<file path="config.mk">
export PLATFORM = sky130hd
export DESIGN_NAME = word_rate_enable
export DESIGN_NICKNAME = d
export VERILOG_FILES = /design/src/rtl/word_rate_enable.sv
export SDC_FILE = /design/constraint.sdc
export NUM_CORES = 1
export LEC_CHECK = 0
export BUFFER_PORTS_ARGS = -buffer_cell sky130_fd_sc_hd__buf_2
export CAP_MARGIN = 5
export CORE_MARGIN = 2
export CORE_UTILIZATION = 45
export DETAILED_ROUTE_END_ITERATION = 6
export GPL_ROUTABILITY_DRIVEN = 1
export PLACE_DENSITY = 0.63
export REMOVE_ABC_BUFFERS = 1
export SYNTH_ARGS = -nofsm -noshare
export SYNTH_HDL_FRONTEND = slang
export SYNTH_SLANG_ARGS = --single-unit
</file>
<file path="constraint.sdc">
create_clock -name clk -period 1.7 [get_ports clk]
set_clock_uncertainty 0.05 [all_clocks]
set_input_delay 0.085 -clock clk [delete_from_list [all_inputs] [get_ports clk]]
set_output_delay 0.085 -clock clk [all_outputs]
set_load 0.03 [all_outputs]
</file>
<file path="src/rtl/word_rate_enable.sv">
module word_rate_enable #(
  parameter int TIMEOUT   = 64,
  parameter int DIV_SHORT = 6,
  parameter int DIV_LONG  = 12,
  parameter int SYNC_LAT  = 2
) (
  input  logic clk,
  input  logic rst,
  input  logic word_clk_i,
  input  logic long_sel_i,
  output logic en_o,
  output logic locked_o
);
  localparam int PW = $clog2(DIV_LONG + 1);
  localparam int TW = $clog2(TIMEOUT + 1);

  logic [SYNC_LAT:0] sync_q;
  logic              long_q;
  logic [PW-1:0]     phase_q;
  logic [PW-1:0]     target_q;
  logic [TW-1:0]     wait_q;
  logic              armed_q;
  logic              locked_q;

  logic [PW-1:0] ratio;
  logic [PW-1:0] back_phase;
  logic          expired;
  logic          rise;

  assign ratio      = long_q ? PW'(DIV_LONG) : PW'(DIV_SHORT);
  assign expired    = (wait_q == TW'(TIMEOUT));
  assign rise       = sync_q[SYNC_LAT-1] & ~sync_q[SYNC_LAT];
  assign back_phase = (phase_q >= PW'(SYNC_LAT)) ? phase_q - PW'(SYNC_LAT)
                                                 : phase_q + ratio - PW'(SYNC_LAT);
  assign en_o       = armed_q && (phase_q == target_q);
  assign locked_o   = locked_q;

  always_ff @(posedge clk) begin
    if (rst) begin
      sync_q   <= '0;
      long_q   <= long_sel_i;
      phase_q  <= '0;
      target_q <= '0;
      wait_q   <= '0;
      armed_q  <= 1'b0;
      locked_q <= 1'b0;
    end else begin
      sync_q  <= {sync_q[SYNC_LAT-1:0], word_clk_i};
      phase_q <= (phase_q == ratio - PW'(1)) ? '0 : phase_q + PW'(1);
      if (!expired)
        wait_q <= wait_q + TW'(1);
      if (expired && rise && !armed_q) begin
        armed_q  <= 1'b1;
        target_q <= back_phase;
      end
      if (en_o)
        locked_q <= 1'b1;
    end
  end
endmodule

</file>
Word level (Yosys, flattened, before mapping) --
Cells that the tools add are included.
Operators by class: bitwise gates (word level) 2, magnitude comparators 1, equality and inequality tests 3, $add $sub $neg 6, reduce and logical (&&, ||, !) cells 5, multiplexer cells 2
Operators by type and width (number):
- equality test 4 bit | 2
- two-way mux 4 bit | 2
- subtractor 4 x 2 -> 4 bit, second input constant | 2
- adder 7 x 1 -> 7 bit, second input constant | 1
- equality test 7 bit, second input constant | 1
- adder 4 x 1 -> 4 bit, second input constant | 1
- adder 4 bit | 1
- >= comparator 4 x 2 -> 1 bit, second input constant | 1
- subtractor 4 x 1 -> 4 bit, second input constant | 1
- logical AND 1 bit | 3
- OR reduction 2 bit | 1
- bitwise AND 1 bit | 1
- zero test 1 bit | 1
- NOT 1 bit | 1
Storage, ports and cells: logic and storage cells 26, bits in registers 21, input bits 4, output and inout port bits 2

Depth between registers and ports, before layout --
word-level depth 4, depth in mapped cells 7, gate-level depth less buffers 7

Worst setup path before layout --
Ideal clock, no wire load.
kind register -> register, start point register wait_q[0], end point register target_q[0], buffers on the path 0, clock period less this slack 1783 ps, stages on the path, launching flop included 6, data required time 1516 ps, setup time 134 ps, slack -83 ps, data arrival time 1598 ps, path through dfxtp_1 > inv_1 > ha_1 > or4b_2 > o311ai_0 > o31ai_1
On the way: word-level cells in the longest chain between the ends 3
Ends and longest elaborated chain:
- from (decl) | RTL line 21 | logic [TW-1:0] wait_q;
- from (signal assigned) | RTL line 51 | wait_q <= wait_q + TW'(1);
- equality test 7 bit | RTL line 31 | assign expired = (wait_q == TW'(TIMEOUT));
- logical AND 1 bit (2 in series) | RTL line 52 | if (expired && rise && !armed_q) begin
- to (signal assigned) | RTL line 54 | target_q <= back_phase;
- to (decl) | RTL line 20 | logic [PW-1:0] target_q;
Every way passes these cells. A chain may end at the register's enable or synchronous reset.

Final worst setup path --
start point register wait_q[2], end point register target_q[3]
The elaborated chain is that of the path after synthesis.

==> impl_metrics.ini <==
[logic_synthesis]
yosysWarnings = 0
syn_area_per_cell_sq_um = 9.30
async_reset_ff_frac = 0
yosysMostFrequentCell = dfxtp_1
ys_seq_elements = 21
yosysSeqAreaShare = 0.402
synth_cell_types = 33
synth_common_cells = 20 x dfxtp_1, 10 x nor3_1, 9 x inv_1, 8 x ha_1, 8 x xor2_1
syn_inst = 115
yosys.area.top_type = dfxtp_1
synthFlopType = dfxtp_1
synth_top_area_share = 0.374
synth_edf_count = 1
syn-cell-area_sq_um = 1070
synthTopCellsByArea = dfxtp_1 37%, ha_1 9.4%, xor2_1 6.5%, nor3_1 4.7%, nor2b_1 3.5%

[global_routing]
grtUsageMet1 = 0.247
grtUsageMet3 = 0.0600
overflow = 0
antenna_found_initial = 0
met2_usage = 0.298
grt_max_degree = 18
grt_pass1_vias = 851
grt_first_pass_wirelength_um = 3800
top_usage_layer = met2
track_usage = 0.187

[floorplan]
rows = 17
fp.dieW_um = 52.8
die_area_sq_um = 2780
io_pins = 6
core-area_sq_um = 2230
die_y_um = 52.8
start_util = 0.479

[setup_path]
cp_max_fo = 4
cp.arrival_ps = 1830
critical-path-slowest-cell = or4b_4
path_cells = or4b_4 > or4_4 > o21ai_1
cp_data_required_time_ps = 1890
slowest_delay_ps = 560
reg2reg_from = wait_q[2]$_SDFFE_PP0P_
cp_top_family = simple AND/OR/NAND/NOR gates
ff2ff_setup_slack_ps = 50
worstSetupPathType = flop to flop
cp-startpoint = wait_q[2]$_SDFFE_PP0P_
critPathBufInv = 0
cp-end-kind = flop
start_kind = flop

[placed_design]
hpwl_um = 1530
io_buffer_count = 5
gp_congestion = 0.786

[clock_network]
clockBufferDepth = 2
htree_num_levels = 1
cts.sinks = 21
cts-root-buf = clkbuf_4
clk_pin_slew_ps = 110
cts_buffers = 3
cts_tree = yes
clock_latency_ps = 300

[timing]
timing.fmax_mhz = 607
period_minus_slack_ps = 1650
finalCritPeriodShare = 0.969
setup_tns_ps = 0
drv_slew = 0
worst_pin_slew_ps = 413
rsz0062_at_grt = no
relSlewSlack = 0.721
setup_viol = 0
finalHoldViolations = 0

[route]
drt_iter0_markers = 14
ant_nets = 0
via_per_inst = 5.32
first_pass_iters = 4
wire_per_inst_um = 12.6
route.detailed.drc = 0
routed_wl_um = 2030
vias = 857

[layout]
diodes = 0
final_util = 0.580
syn_to_final_growth_pct = 21.2
drive_above_1_share = 0.271
nets = 146
nFillCells = 209

[power]
fin_total_pwr_mw = 0.928
ir_drop_mv = 0.815
power_density_nw_per_um2 = 716
leakagePower_nw = 0.540

[hold_path]
hold_path_class = input pin to flop
hp-start = rst

[outcome]
outcome = finished clean

[flow_run]
drv_cap = 0
==> sequential cells by signal, indices dropped and copies added (netlist names) <==
name	count
armed_q	1
locked_o	1
long_q	1
phase_q	4
sync_q	3
target_q	4
wait_q	7
==> worst register-to-register path: stages, from the launching register on <==
cell and delay (ps):
dfxtp_1 340, or4b_4 560, or4_4 510, o21ai_1 130
==> cell families (layout without fill, tap and decap cells) <==
| family | after synthesis | after routing | share of synthesized area |
|---|---|---|---|
| and+or+nand+nor | 42 | 42 | 0.240 |
| DFF | 21 | 21 | 0.402 |
| AOI/OAI and AO/OA | 17 | 17 | 0.101 |
| buffers and inverters | 13 | 31 | 0.0456 |
| xor gates and xnor gates | 11 | 11 | 0.0901 |
| adders and majority gates | 8 | 8 | 0.0936 |
| muxes | 3 | 3 | 0.0281 |
==> layout by cell type, fill, tap and decap left out, types with 4 or more instances in the layout <==
master	count
clkbuf_4	4
inv_1	9
buf_4	11
xor2_1	8
a21oi_1	5
nand3_1	4
ha_1	7
nand2_1	5
buf_2	4
dfxtp_1	17
nor2b_1	6
nor3_1	9
==> report_power, final <==
| part | switching, mW | total [mW] | internal (mW) |
|---|---|---|---|
| Combinational | 0.0883 | 0.173 | 0.0846 |
| Sequential | 0.0137 | 0.528 | 0.514 |
| Clock | 0.140 | 0.228 | 0.0876 |
==> per-layer routing <==
metal | share of wire | up-vias
li1 | - | 439
met1 | 0.50 | 403
met2 | 0.46 | 13
met3 | 0.035 | 2
met4 | 0.0069 | 0
met5 | 0 | -
==> worst paths after layout <==
| kind | to | cells after the start |
|---|---|---|
| setup reg to reg | target_q[3]$_SDFFE_PP0P_ | 3 |
| hold reg to reg | sync_q[1]$_SDFF_PP0_ | 1 |
| setup / recovery | target_q[3]$_SDFFE_PP0P_ | 3 |
| hold / removal | phase_q[0]$_SDFF_PP0_ | 2 |
==> layout make-up <==
type,count,area [sq um],share of cell area
clock buffers,3,22.5,0.0174
inverters,9,33.8,0.0261
multi-input cells,81,636,0.490
clock inverters,1,5.00,0.00386
repair buffers,18,130,0.100
well taps,28,35.0,0.0270
flip-flops and latches,21,434,0.335
==> stage by stage <==
step / setup WS (ps) / cell area (sq um) / hold WS (ps) / instances
after floorplan: -82.8 / 1050 / 102 / 111
after global placement: -78.1 / 1200 / 213 / 155
after detailed placement: -148 / 1200 / 217 / 155
after CTS: 37.9 / 1260 / 79.4 / 161
after global routing: 5.93 / 1300 / 98.8 / 161
final: 53.1 / 1300 / 88.9 / 161
==> timing repair <==
action,4_1_cts,5_1_grt
setup buffers,0,0
endpoints found under the hold margin,2,0
pin swaps,0,2
hold buffers,2,0
endpoints found under the setup margin,4,4
gates resized for setup,4,10
Power figures use the tool's default switching activity.
